<file path="config.mk">
export PLATFORM = sky130hd
export DESIGN_NAME = adport
export DESIGN_NICKNAME = d
export VERILOG_FILES = /design/src/rtl/adport_pkg.sv /design/src/rtl/adport_ctrl.sv /design/src/rtl/adport_slice.sv /design/src/rtl/adport_dp.sv /design/src/rtl/adport.sv
export SDC_FILE = /design/constraint.sdc
export NUM_CORES = 1
export LEC_CHECK = 0
export CORE_MARGIN = 5
export CORE_UTILIZATION = 32
export DETAILED_ROUTE_END_ITERATION = 12
export MAX_ROUTING_LAYER = met4
export PLACE_DENSITY = 0.78
export RECOVER_POWER = 50
export SLEW_MARGIN = 20
export SYNTH_ARGS = -nofsm -noshare
export SYNTH_HDL_FRONTEND = slang
export SYNTH_SLANG_ARGS = --single-unit
</file>
<file path="constraint.sdc">
create_clock -name clk -period 1.05 [get_ports clk]
set_clock_uncertainty 0.05 [all_clocks]
set_input_delay 0.21 -clock clk [delete_from_list [all_inputs] [get_ports clk]]
set_output_delay 0.21 -clock clk [all_outputs]
set_load 0.03 [all_outputs]
</file>
<file path="src/rtl/adport_pkg.sv">
package adport_pkg;
  typedef struct packed {
    logic load;
    logic takePin;
    logic takeLatch;
    logic busSel;
  } portCtl_t;
endpackage

</file>
<file path="src/rtl/adport_ctrl.sv">
module adport_ctrl
  import adport_pkg::*;
(
  input  logic     wrLatch,
  input  logic     rdPin,
  input  logic     rdLatch,
  input  logic     busMode,
  output portCtl_t ctl
);
  // Read-pin wins over read-latch.
  always_comb begin
    ctl.load      = wrLatch;
    ctl.takePin   = rdPin;
    ctl.takeLatch = rdLatch & ~rdPin;
    ctl.busSel    = busMode;
  end
endmodule

</file>
<file path="src/rtl/adport_slice.sv">
module adport_slice
  import adport_pkg::*;
(
  input  logic     clk,
  input  logic     rstN,
  input  portCtl_t ctl,
  input  logic     dIn,
  input  logic     adBit,
  output logic     upperGate,
  output logic     lowerGate,
  output logic     latchQ
);
  always_ff @(posedge clk or negedge rstN) begin
    if (!rstN)        latchQ <= 1'b1;
    else if (ctl.load) latchQ <= dIn;
  end

  always_comb begin
    upperGate = ctl.busSel & adBit;
    lowerGate = ctl.busSel ? ~adBit : ~latchQ;
  end

  a_r2_latch_load: assert property (@(posedge clk) disable iff (!rstN)
    ctl.load |=> latchQ == $past(dIn));
  a_r2_latch_hold: assert property (@(posedge clk) disable iff (!rstN)
    !ctl.load |=> $stable(latchQ));
  a_r5_one_conducts: assert property (@(posedge clk) disable iff (!rstN)
    ctl.busSel |-> (upperGate != lowerGate));
endmodule

</file>
<file path="src/rtl/adport_dp.sv">
module adport_dp
  import adport_pkg::*;
#(
  parameter int WIDTH = 8
) (
  input  logic             clk,
  input  logic             rstN,
  input  portCtl_t         ctl,
  input  logic [WIDTH-1:0] dIn,
  input  logic [WIDTH-1:0] adVec,
  input  logic [WIDTH-1:0] pinVec,
  output logic [WIDTH-1:0] upperVec,
  output logic [WIDTH-1:0] lowerVec,
  output logic [WIDTH-1:0] readVec
);
  logic [WIDTH-1:0] latchVec;

  for (genvar i = 0; i < WIDTH; i++) begin : g_slice
    adport_slice u_slice (
      .clk       (clk),
      .rstN      (rstN),
      .ctl       (ctl),
      .dIn       (dIn[i]),
      .adBit     (adVec[i]),
      .upperGate (upperVec[i]),
      .lowerGate (lowerVec[i]),
      .latchQ    (latchVec[i])
    );
  end

  always_comb begin
    if (ctl.takePin)        readVec = pinVec;
    else if (ctl.takeLatch) readVec = latchVec;
    else                    readVec = '0;
  end

  a_r3_upper_off: assert property (@(posedge clk) disable iff (!rstN)
    !ctl.busSel |-> upperVec == '0);
  a_r9_pin_first: assert property (@(posedge clk) disable iff (!rstN)
    ctl.takePin |-> readVec == pinVec);
  a_r11_old_value: assert property (@(posedge clk) disable iff (!rstN)
    (ctl.load && ctl.takeLatch) |-> readVec == ~lowerVec || ctl.busSel);
endmodule

</file>
<file path="src/rtl/adport.sv">
module adport
  import adport_pkg::*;
#(
  parameter int WIDTH = 8
) (
  input  logic             clk,
  input  logic             rstN,
  input  logic [WIDTH-1:0] busDataIn,
  input  logic             wrLatch,
  input  logic             rdPin,
  input  logic             rdLatch,
  input  logic             busMode,
  input  logic [WIDTH-1:0] adOut,
  input  logic [WIDTH-1:0] pinIn,
  output logic [WIDTH-1:0] upperDrive,
  output logic [WIDTH-1:0] lowerDrive,
  output logic [WIDTH-1:0] busDataOut
);
  portCtl_t ctl;

  adport_ctrl u_ctrl (
    .wrLatch (wrLatch),
    .rdPin   (rdPin),
    .rdLatch (rdLatch),
    .busMode (busMode),
    .ctl     (ctl)
  );

  adport_dp #(.WIDTH(WIDTH)) u_dp (
    .clk      (clk),
    .rstN     (rstN),
    .ctl      (ctl),
    .dIn      (busDataIn),
    .adVec    (adOut),
    .pinVec   (pinIn),
    .upperVec (upperDrive),
    .lowerVec (lowerDrive),
    .readVec  (busDataOut)
  );

  a_r10_idle_zero: assert property (@(posedge clk) disable iff (!rstN)
    (!rdPin && !rdLatch) |-> busDataOut == '0);
  a_r5_bus_follows: assert property (@(posedge clk) disable iff (!rstN)
    busMode |-> (upperDrive == adOut && lowerDrive == ~adOut));
endmodule

</file>
Yosys cells after proc, flatten, opt, wreduce, memory -nomap -nowiden
Cells that the tools add are included.

Bitwise gates (word level): 26. Muxes and demuxes: 10.

Operator list (count): 1-bit inverter (17); 8-bit two-way mux (2); 1-bit bitwise AND (9); 1-bit two-way mux (8).

Word-level logic and storage cells: 44. Bits of input ports: 30. Bits in registers: 8. Output and inout port bits: 24.

Logic depth before layout (Yosys ltp)
Word-level depth: 4. Depth in mapped cells: 3. Depth with buffers taken out: 2.

Modules after synthesis
From an unflattened synthesis, not the netlist that was laid out.

Cell total of the unflattened synthesis: 50. Area total of the unflattened synthesis: 599.3 um^2.

By module, submodules not included: adport_slice (seq. area each 26.3 um^2, cells each 4, times used 8, area an instance 57.6 um^2); adport_dp (seq. area each 0.0 um^2, cells each 14, times used 1, area an instance 102.6 um^2); adport_ctrl (seq. area each 0.0 um^2, cells each 4, times used 1, area an instance 36.3 um^2).

Worst setup path before layout
No wires, ideal clock.

Path type: flip-flop to output port. From: register u_dp.g_slice[0].u_slice.latchQ. To: output busDataOut[0]. Setup slack: -0.448 ns. Data required time: 0.790 ns. Buffers on the path: 0. Cell stages (with the launch flop): 3. Arrival: 1.238 ns. Cell sequence: dfstp_2 > nand2_1 > o21ai_0.

Word-level cells in the longest chain between the ends: 2.

RTL lines: from (decl) (line adport_slice.sv:11) `output logic latchQ`; from (signal assigned) (line adport_slice.sv:15) `else if (ctl.load) latchQ <= dIn;`; 8-bit two-way mux (line adport_dp.sv:33) `else if (ctl.takeLatch) readVec = latchVec;`; 8-bit two-way mux (line adport_dp.sv:32) `if (ctl.takePin) readVec = pinVec;`; to (decl) (line adport.sv:17) `output logic [WIDTH-1:0] busDataOut`.

Every way passes these cells.

Worst setup path in the final report
Same ends and word-level chain as after synthesis.

==> flow_summary.json <==
{
  "track_usage_pct": 14.92,
  "setup_viol": 17,
  "start_util_pct": 33.55,
  "irDropWorstVdd_mv": 0.5253,
  "hold_viol": 0,
  "cpPeakStageDelay_ns": 0.57,
  "io_pins": 54,
  "antenna_cells": 0,
  "grt_max_degree": 10,
  "clock_latency_ns": 0.25,
  "h-tree-depth": 1,
  "crit_chain": "nand2_2 > o21ai_4 > buf_6",
  "grt_antenna_before_repair": 0,
  "drcViolationCount": 0,
  "syn_area_um2": 658.1,
  "grt_pass1_wl_um": 3512,
  "p_total_mw": 1.343,
  "seq_area_frac_synth_pct": 31.94,
  "regMostFlops": "u_dp.g_slice.u_slice.latchQ",
  "cts-root-buf": "clkbuf_4",
  "vias": 676,
  "die_height_um": 55.35,
  "ys_top_cells_by_area": "dfstp_2 (32%), buf_4 (18%), mux2_4 (18%)",
  "die_width_um": 55.35,
  "syn_nets": 94,
  "path_delay_family": "flip-flops",
  "routedWlPerCell_um": 18.22,
  "fillers": 133,
  "areaGrowthSynthToFinish_pct": 108.4,
  "rsz0062_at_grt": "yes",
  "firstDrtPassIters": 4,
  "arrival_ns": 1.15,
  "ant_nets": 0,
  "cellLeakagePower_nw": 0.6743,
  "r2r_end": "u_dp.g_slice[1].u_slice.latchQ$_DFFE_PN1P_",
  "numCtsBuffers": 3,
  "relSlewSlack_pct": 77.24,
  "hold_slack_ns": 0.5154,
  "grt_overflow_total": 0,
  "path_class": "reg2out",
  "layout_common_cells": "buf_6 (27), clkdlybuf4s50_1 (17), buf_4 (9)",
  "setup_tns_ns": -4.452,
  "wl_um": 2569,
  "initialDrtViolationCount": 14,
  "dieArea_um2": 3064,
  "clk_path_buf_depth": 2,
  "synth_cells": 64,
  "setup_slack_ns": -0.3604,
  "rows": 16,
  "cp.required_ns": 0.79,
  "power_density_nw_per_um2": 979.3,
  "core_um2": 1962,
  "clock-sinks": 8,
  "fin_nets": 146,
  "drv_cap": 0,
  "place_hpwl_um": 1706,
  "yosys.area.top_type_share_pct": 31.94,
  "final_max_slew_viol_count": 0,
  "grt_pass1_vias": 682,
  "viasPerCell": 4.794,
  "violations": "negative setup slack",
  "reg2reg_from": "u_dp.g_slice[1].u_slice.latchQ$_DFFE_PN1P_",
  "syn_area_per_cell_um2": 10.28,
  "max_freq_mhz": 709.0,
  "r2r_slack_ns": 0.10,
  "cp_num_buf_inv": 1,
  "final.period_utilization_pct": 134.3,
  "path_clk_slew_ns": 0.06,
  "ys_seq_elements": 8,
  "period_minus_slack_ns": 1.410,
  "cts_tree": "done",
  "crit_start": "u_dp.g_slice[0].u_slice.latchQ$_DFFE_PN1P_",
  "cp_max_fo": 3,
  "top_regs": "u_dp.g_slice.u_slice.latchQ (8)",
  "hp-class": "in2async",
  "largest_reg_flops": 8,
  "gp_congestion": 0.8593,
  "endpoint_kind": "output pin",
  "synth_warnings": 0,
  "slowest_stage": "dfstp_2",
  "synth_top_cell_by_area": "dfstp_2",
  "drive_above_1_share_pct": 72.81,
  "synth_cell_types": 11,
  "port_buffers": 53,
  "start_kind": "flop",
  "reg2regPathDepth": 2,
  "worst_pin_slew_ns": 0.3402,
  "status": "finished with violations",
  "layout_commonest_cell": "buf_6"
}
==> per-stage QoR <==
step | utilization [%] | cell area, µm² | instances | setup slack (ns)
2_1_floorplan | - | 688.2 | 64 | -0.02923
3_3_place_gp | 56.19 | 1102 | 133 | -0.5306
3_5_place_dp | 56.19 | 1102 | 133 | -0.5575
4_1_cts | 63.97 | 1255 | 140 | -0.3437
5_1_grt | 69.90 | 1371 | 141 | -0.4159
6_report | 69.90 | 1371 | 141 | -0.3604
==> per-layer routing <==
layer  routed length, µm  share of wire (%)  track usage, %
met1                1128                 44           17.63
met2                1142                 44           23.31
met4                  20               0.78           4.167
met5                   0                  0               -
met3                 277                 11           6.061
==> synth_stat cells, drive strengths merged <==
library cell / number
a22o: 6
buf: 18
and2: 8
o21ai: 2
nor2b: 1
nand2: 4
a21oi: 8
mux2: 8
inv: 1
dfstp: 8
==> cell type report <==
class	instances	area (µm²)	share of cell area, %
Tap cell	27	33.78	2.463
Multi-Input combinational cell	37	426.7	31.11
Sequential cell	8	210.2	15.33
Timing Repair Buffer	65	674.4	49.18
Clock buffer	3	22.52	1.642
Inverter	1	3.754	0.2737
==> how the worst max path moves through the flow <==
| stage | to | slack [ns] | cells past startpoint |
|---|---|---|---|
| after global routing | busDataOut[0] | -0.42 | 3 |
| after floorplan | busDataOut[0] | -0.03 | 2 |
| final | busDataOut[0] | -0.36 | 3 |
| after detailed placement | busDataOut[3] | -0.56 | 4 |
| after CTS | lowerDrive[7] | -0.34 | 3 |
| after global placement | busDataOut[3] | -0.53 | 4 |
==> power breakdown <==
| part | switching [mW] | total (mW) | internal, mW | leakage [nW] |
|---|---|---|---|---|
| logic | 0.317 | 0.704 | 0.386 | 0.576 |
| clock network | 0.0975 | 0.228 | 0.130 | 0.0138 |
| registers | 0.0459 | 0.411 | 0.366 | 0.0841 |
| total | 0.461 | 1.34 | 0.882 | 0.674 |
==> what timing repair did <==
item,in CTS,in global routing
setup endpoints to repair,24,23
resized for setup,35,33
pin swaps,5,7
setup buffers,4,1
hold buffers,0,0
==> cells by family (layout without fill, tap and decap cells) <==
group           Yosys count  count (layout)  share of synthesized area (%)
compound gates           16              16                          15.59
buf+inv                  19              69                          22.24
simple gates             13              13                          11.98
mux                       8               8                          18.25
flops                     8               8                          31.94
Note: power is estimated with default switching activity, not from simulation.
